`config.mk`:
```
export PLATFORM = sky130hd
export DESIGN_NAME = dds_ser_writer
export DESIGN_NICKNAME = d
export VERILOG_FILES = /design/src/rtl/dds_wr_pkg.sv /design/src/rtl/dds_init_seq.sv /design/src/rtl/dds_bit_shifter.sv /design/src/rtl/dds_frame_ctrl.sv /design/src/rtl/dds_ser_writer.sv
export SDC_FILE = /design/constraint.sdc
export NUM_CORES = 1
export LEC_CHECK = 0
export BUFFER_PORTS_ARGS = -buffer_cell sky130_fd_sc_hd__buf_4
export CORE_MARGIN = 2
export CORE_UTILIZATION = 58
export DETAILED_ROUTE_END_ITERATION = 8
export GPL_TIMING_DRIVEN = 1
export PLACE_DENSITY = 0.81
export SYNTH_ARGS = -nofsm -noshare
export SYNTH_HDL_FRONTEND = slang
export SYNTH_SLANG_ARGS = --single-unit
export TNS_END_PERCENT = 100
```
`constraint.sdc`:
```
create_clock -name clk -period 3.7 [get_ports clk]
set_input_delay 0.74 -clock clk [delete_from_list [all_inputs] [get_ports clk]]
set_output_delay 0.74 -clock clk [all_outputs]
set_load 0.02 [all_outputs]
```
`src/rtl/dds_wr_pkg.sv`:
```
package dds_wr_pkg;
  localparam int MAX_BYTES = 6;
  localparam int FRAME_W   = 8 * (MAX_BYTES + 1);

  typedef enum logic [1:0] {F_IDLE, F_SHIFT, F_GAP, F_UPD} fstate_t;
  typedef enum logic [2:0] {P_START, P_MR, P_GAP, P_IR, P_FIN} pstate_t;

  function automatic logic [7:0] instr_byte(input logic rd, input logic [6:0] addr);
    return {rd, addr};
  endfunction

  function automatic logic count_ok(input logic [2:0] n);
    return (n != 3'd0) && (int'(n) <= MAX_BYTES);
  endfunction

  // Total frame length in bits for n data bytes
  function automatic logic [5:0] frame_bits(input logic [2:0] n);
    return 6'(8 * (int'(n) + 1));
  endfunction

  // Clear the unused nibble of an amplitude multiplier word
  function automatic logic [47:0] amp_clean(input logic [6:0] addr, input logic [2:0] n,
                                            input logic [47:0] d, input logic [6:0] ai,
                                            input logic [6:0] aq);
    logic [47:0] r;
    r = d;
    if (n == 3'd2 && (addr == ai || addr == aq)) r[15:12] = 4'b0000;
    return r;
  endfunction

  // Instruction byte on top, data left-justified below it
  function automatic logic [FRAME_W-1:0] frame_vec(input logic [7:0] ins,
                                                   input logic [47:0] d, input logic [2:0] n);
    logic [47:0] just;
    just = d << (8 * (MAX_BYTES - int'(n)));
    return {ins, just};
  endfunction
endpackage

```
`src/rtl/dds_init_seq.sv`:
```
module dds_init_seq
  import dds_wr_pkg::*;
#(
  parameter int RST_CYC = 5
) (
  input  logic clk,
  input  logic rst_n,
  output logic mrst,
  output logic iorst,
  output logic ready
);
  localparam int CW = $clog2(RST_CYC + 1);
  localparam logic [CW-1:0] C_LAST = CW'(RST_CYC - 1);

  pstate_t       st;
  logic [CW-1:0] cnt;

  always_ff @(posedge clk) begin
    if (!rst_n) begin
      st <= P_START; cnt <= '0; mrst <= 1'b0; iorst <= 1'b0; ready <= 1'b0;
    end else begin
      case (st)
        P_START: begin mrst <= 1'b1; cnt <= '0; st <= P_MR; end
        P_MR: if (cnt == C_LAST) begin mrst <= 1'b0; st <= P_GAP; end
              else cnt <= cnt + 1'b1;
        P_GAP: begin iorst <= 1'b1; cnt <= '0; st <= P_IR; end
        P_IR: if (cnt == C_LAST) begin iorst <= 1'b0; st <= P_FIN; end
              else cnt <= cnt + 1'b1;
        default: ready <= 1'b1;
      endcase
    end
  end

  AST_RESET_EXCLUSIVE: assert property (@(posedge clk) disable iff (!rst_n)
    iorst |-> !mrst);
  AST_READY_AFTER_PULSES: assert property (@(posedge clk) disable iff (!rst_n)
    ready |-> (!mrst && !iorst));
endmodule

```
`src/rtl/dds_bit_shifter.sv`:
```
module dds_bit_shifter #(
  parameter int SCLK_DIV = 4,
  parameter int VEC_W    = 56,
  parameter int BIT_W    = 6
) (
  input  logic             clk,
  input  logic             rst_n,
  input  logic             load,
  input  logic [VEC_W-1:0] load_vec,
  input  logic [BIT_W-1:0] load_bits,
  output logic             sclk,
  output logic             sdat,
  output logic             done
);
  localparam int LO_CYC = SCLK_DIV / 2;
  localparam int HI_CYC = SCLK_DIV - LO_CYC;
  localparam int PW     = $clog2(SCLK_DIV + 1);
  localparam logic [PW-1:0] LO_LAST = PW'(LO_CYC - 1);
  localparam logic [PW-1:0] HI_LAST = PW'(HI_CYC - 1);

  logic [VEC_W-1:0] sh;
  logic [BIT_W-1:0] left;
  logic [PW-1:0]    ph;
  logic             active;

  always_ff @(posedge clk) begin
    if (!rst_n) begin
      sh <= '0; left <= '0; ph <= '0; active <= 1'b0; sclk <= 1'b0; done <= 1'b0;
    end else begin
      done <= 1'b0;
      if (load) begin
        sh <= load_vec; left <= load_bits; ph <= '0; active <= 1'b1; sclk <= 1'b0;
      end else if (active) begin
        if (!sclk) begin
          if (ph == LO_LAST) begin sclk <= 1'b1; ph <= '0; end
          else ph <= ph + 1'b1;
        end else if (ph == HI_LAST) begin
          sclk <= 1'b0; ph <= '0;
          if (left == BIT_W'(1)) begin active <= 1'b0; done <= 1'b1; end
          else begin sh <= {sh[VEC_W-2:0], 1'b0}; left <= left - 1'b1; end
        end else begin
          ph <= ph + 1'b1;
        end
      end
    end
  end

  assign sdat = sh[VEC_W-1];

  AST_DATA_HELD_HIGH: assert property (@(posedge clk) disable iff (!rst_n)
    (sclk && $past(sclk)) |-> $stable(sdat));
  AST_CLK_RESTS_LOW: assert property (@(posedge clk) disable iff (!rst_n)
    !active |-> !sclk);
endmodule

```
`src/rtl/dds_frame_ctrl.sv`:
```
module dds_frame_ctrl
  import dds_wr_pkg::*;
#(
  parameter int UPD_CYC = 3
) (
  input  logic clk,
  input  logic rst_n,
  input  logic ready,
  input  logic start,
  input  logic cnt_good,
  input  logic shift_done,
  output logic accept,
  output logic busy,
  output logic err,
  output logic cs_n,
  output logic upd
);
  localparam int UW = $clog2(UPD_CYC + 1);
  localparam logic [UW-1:0] U_LAST = UW'(UPD_CYC - 1);

  fstate_t       st;
  logic [UW-1:0] ucnt;
  logic          idle;
  logic          reject;

  assign idle   = (st == F_IDLE);
  assign accept = start && idle && ready && cnt_good;
  assign reject = start && idle && ready && !cnt_good;
  assign busy   = !ready || !idle;

  always_ff @(posedge clk) begin
    if (!rst_n) begin
      st <= F_IDLE; ucnt <= '0; err <= 1'b0; cs_n <= 1'b1; upd <= 1'b0;
    end else begin
      err <= reject;
      case (st)
        F_IDLE: if (accept) begin cs_n <= 1'b0; st <= F_SHIFT; end
        F_SHIFT: if (shift_done) begin cs_n <= 1'b1; st <= F_GAP; end
        F_GAP: begin upd <= 1'b1; ucnt <= '0; st <= F_UPD; end
        default: if (ucnt == U_LAST) begin upd <= 1'b0; st <= F_IDLE; end
                 else ucnt <= ucnt + 1'b1;
      endcase
    end
  end

  AST_CS_BEFORE_UPD: assert property (@(posedge clk) disable iff (!rst_n)
    $rose(upd) |-> $past(cs_n));
  AST_BUSY_ON_ACCEPT: assert property (@(posedge clk) disable iff (!rst_n)
    accept |=> (busy && !cs_n));
endmodule

```
`src/rtl/dds_ser_writer.sv`:
```
module dds_ser_writer
  import dds_wr_pkg::*;
#(
  parameter int         SCLK_DIV   = 4,
  parameter int         UPD_CYC    = 3,
  parameter int         RST_CYC    = 5,
  parameter logic [6:0] AMP_I_ADDR = 7'h08,
  parameter logic [6:0] AMP_Q_ADDR = 7'h09
) (
  input  logic        clk,
  input  logic        rst_n,
  input  logic        start,
  input  logic        rd_req,
  input  logic [6:0]  reg_addr,
  input  logic [2:0]  byte_cnt,
  input  logic [47:0] wdata,
  output logic        busy,
  output logic        err,
  output logic        dev_mrst,
  output logic        dev_iorst,
  output logic        dev_cs_n,
  output logic        ser_clk,
  output logic        ser_dat,
  output logic        dev_upd
);
  localparam int BIT_W = $clog2(FRAME_W + 1);

  logic               ready;
  logic               accept;
  logic               shift_done;
  logic               cnt_good;
  logic [47:0]        data_clean;
  logic [FRAME_W-1:0] vec;
  logic [BIT_W-1:0]   nbits;

  assign cnt_good   = count_ok(byte_cnt);
  assign data_clean = amp_clean(reg_addr, byte_cnt, wdata, AMP_I_ADDR, AMP_Q_ADDR);
  assign vec        = frame_vec(instr_byte(rd_req, reg_addr), data_clean, byte_cnt);
  assign nbits      = BIT_W'(frame_bits(byte_cnt));

  dds_init_seq #(.RST_CYC(RST_CYC)) u_init (
    .clk(clk), .rst_n(rst_n), .mrst(dev_mrst), .iorst(dev_iorst), .ready(ready)
  );

  dds_frame_ctrl #(.UPD_CYC(UPD_CYC)) u_ctrl (
    .clk(clk), .rst_n(rst_n), .ready(ready), .start(start), .cnt_good(cnt_good),
    .shift_done(shift_done), .accept(accept), .busy(busy), .err(err),
    .cs_n(dev_cs_n), .upd(dev_upd)
  );

  dds_bit_shifter #(.SCLK_DIV(SCLK_DIV), .VEC_W(FRAME_W), .BIT_W(BIT_W)) u_shift (
    .clk(clk), .rst_n(rst_n), .load(accept), .load_vec(vec), .load_bits(nbits),
    .sclk(ser_clk), .sdat(ser_dat), .done(shift_done)
  );

  AST_IDLE_CLK_LOW: assert property (@(posedge clk) disable iff (!rst_n)
    dev_cs_n |-> !ser_clk);
  AST_UPD_OUTSIDE_FRAME: assert property (@(posedge clk) disable iff (!rst_n)
    dev_upd |-> dev_cs_n);
  AST_ERR_WHEN_IDLE: assert property (@(posedge clk) disable iff (!rst_n)
    err |-> !busy);
  AST_NO_FRAME_IN_INIT: assert property (@(posedge clk) disable iff (!rst_n)
    (dev_mrst || dev_iorst) |-> (dev_cs_n && busy));
endmodule

```
==> impl_metrics.ini <==
[placement]
gp_congestion = 0.9713
numPortBuffers = 69
dp_cells = 758
dp_hpwl_mm = 9.700
pre_cts_ws_ps = 560.2

[cts]
ctsResizeCount = 0
h-tree-depth = 3
clock_latency_ps = 360
clk_pin_slew_ps = 90
root_buffer = clkbuf_8
cts_tree = yes
cts_made_buffers = 9
clock-sinks = 84
post_cts_buffers = 0
holdBufCountCts = 0
clockBufferDepth = 2

[synth]
synth_area_per_cell_um2 = 7.804
ys_seq_elements = 84
yosys.area.top_type = dfxtp_1
synth_area_leaders = dfxtp_1, o21ai_0, a21oi_1, nand2_1, mux2i_1
synth-main-ff-cell = dfxtp_1
yosysSeqAreaShare = 0.3453
netlist_instances = 624
syn_area_um2 = 4870
synth_async_sr_flop_share = 0
synth_cell_types = 63
yosys_warnings = 0
synth_edf_count = 0
syn-num-nets = 697
synth_top_area_share = 0.3453

[floorplan]
io_pins = 70
rows = 33
die_height_um = 95.63
start_util = 0.5957
core_area_um2 = 8175
die-area_um2 = 9145
dieWidth_um = 95.63

[pwr]
power.leakage_nw = 2.124
powerDensity_nw_per_um2 = 346.0
vdd_drop_max_mv = 0.1815
power_mw = 1.919

[global_routing]
track_usage = 0.3174
grt_pass1_wl_mm = 22.78
grt_max_degree = 73
antenna_found_initial = 0
grt_remaining_overflow = 0
grt_pass1_vias = 4644

[cells_and_area]
final_cells = 773
area_growth_syn_to_layout_pct = 13.90
drive_gt1_frac = 0.1751
diodes = 0
nNetsFinal = 737

[critical_path]
required_ps = 3980
crit_type = input pin to flip-flop
max_stage_delay_ps = 650
critical_path.top_delay_family = buffers and inverters
path_cells = buf_4 > inv_1 > ha_2 > clkinv_1 > nor2_1 > a221oi_1 > or3_1 > a21oi_1
crit_path_end_kind = flip-flop
startpoint_type = input pin
path_buf_inv = 3
worstPathArrival_ps = 3130
cp_max_fo = 32
crit_slowest_cell = ha_2

[flow_run]
drv_cap = 0

[sta]
fin_tns_setup_ps = 0
rsz0062_at_grt = no
fin_crit_sh = 0.7679
fin_crit_ps = 2841
fin_ws_ps = 858.8
worst_slew_pin_slew_ps = 851.8
holdWs_ps = 477.7
finClkSkew_ps = 11.48
timing.fmax_ghz = 0.3520
slew_headroom = 0.4277
slew_viol_final = 0
report.final.hold_viol_count = 0
setup_viol = 0

[detailed_routing]
wl_per_cell_um = 18.11
via_per_inst = 6.475
antenna_left = 0
drc = 0
first_iter_violations = 514
vias = 5005
routed_wl_mm = 14.00
drt_pass1_iterations = 6

[run_status]
status = completed

[worst_hold_path]
hold_class = flip-flop to flip-flop
-- power breakdown --
group	switching, mW	total [mW]	internal, mW
logic	0.231	0.394	0.162
clock network	0.335	0.593	0.258
registers	0.0132	0.933	0.920
-- per-stage QoR --
step,util,instance area [um2]
2_1_floorplan,-,4870
6_report,0.6785,5547
3_3_place_gp,0.6579,5379
4_1_cts,0.6785,5547
5_1_grt,0.6785,5547
3_5_place_dp,0.6579,5379
-- cell usage in the layout (no fill, tap or decap), types with 5 or more instances in the layout --
cell	instances
a22oi_1	9
nor2_1	21
nand3_1	10
clkbuf_8	10
inv_1	12
nor2b_1	7
xor2_1	5
a31oi_1	13
nand2_1	73
nor3_1	13
dfxtp_1	84
o21ai_0	127
mux2i_1	14
o211ai_1	12
a21oi_1	71
ha_1	10
o21a_1	6
buf_4	79
-- kinds of logic after synthesis --
| family | count (synthesis) | synth area share |
|---|---|---|
| muxes | 20 | 0.05190 |
| DFF | 84 | 0.3453 |
| buffers and inverters | 65 | 0.06295 |
| adders and majority gates | 11 | 0.02826 |
| xor gates and xnor gates | 9 | 0.01619 |
| and+or+nand+nor | 162 | 0.1688 |
| AOI/OAI and AO/OA | 273 | 0.3266 |
-- routing by layer --
metal | up-vias | track usage | routed length, um
li1 | 2355 | - | -
met1 | 2255 | 0.4417 | 6011
met2 | 342 | 0.4796 | 6038
met3 | 53 | 0.05771 | 1335
met4 | 0 | 0.1405 | 613
met5 | - | 0 | 0
-- worst min-delay path, cell delays in order, from the launching register on --
cell and delay, ps:
dfxtp_1 320, nand2_1 50, a31oi_1 70
-- cell usage after synthesis, drive strengths merged (2+ instances only) --
library cell,count
a2111oi,2
a211o,3
a211oi,4
a21boi,2
a21oi,72
a221o,4
a221oi,2
a22o,4
a22oi,9
a31oi,13
a32oi,3
and2,4
and3,3
and3b,4
buf,21
clkbuf,31
dfxtp,84
ha,11
inv,12
mux2,2
mux2i,14
mux4,4
nand2,74
nand3,10
nand3b,2
nand4,4
nand4b,2
nor2,22
nor2b,8
nor3,14
nor3b,2
nor4,4
nor4b,2
o211ai,12
o21a,6
o21ai,127
o22ai,4
o2bb2ai,3
or3,3
xnor2,4
xor2,5
-- sequential cells by signal, indices dropped and copies added, names as in the netlist, 2 cells and up --
signal / cells
u_shift.ph: 3
u_ctrl.ucnt: 2
u_ctrl.st: 2
u_init.cnt: 3
u_shift.left: 6
u_init.st: 3
u_shift.sh: 56
-- final cells by class --
cell class,instances,area [um2]
Multi-Input combinational cell,475,2884
Fill cell,719,2629
Sequential cell,84,1682
Timing Repair Buffer,81,633.1
Clock buffer,11,141.4
Tap cell,105,131.4
Inverter,13,48.80
Clock inverter,4,26.28
-- worst paths after layout --
check	startpoint	to	slack [ps]	depth (start not counted)
setup reg to reg	u_ctrl.st[0]	u_shift.sh[45]	1100	7
hold / removal	u_shift.sh[54]	u_shift.sh[55]	480	2
setup / recovery	byte_cnt[0]	u_shift.sh[38]	860	8
hold reg to reg	u_shift.sh[54]	u_shift.sh[55]	480	2
Note: power is estimated with default switching activity, not from simulation.
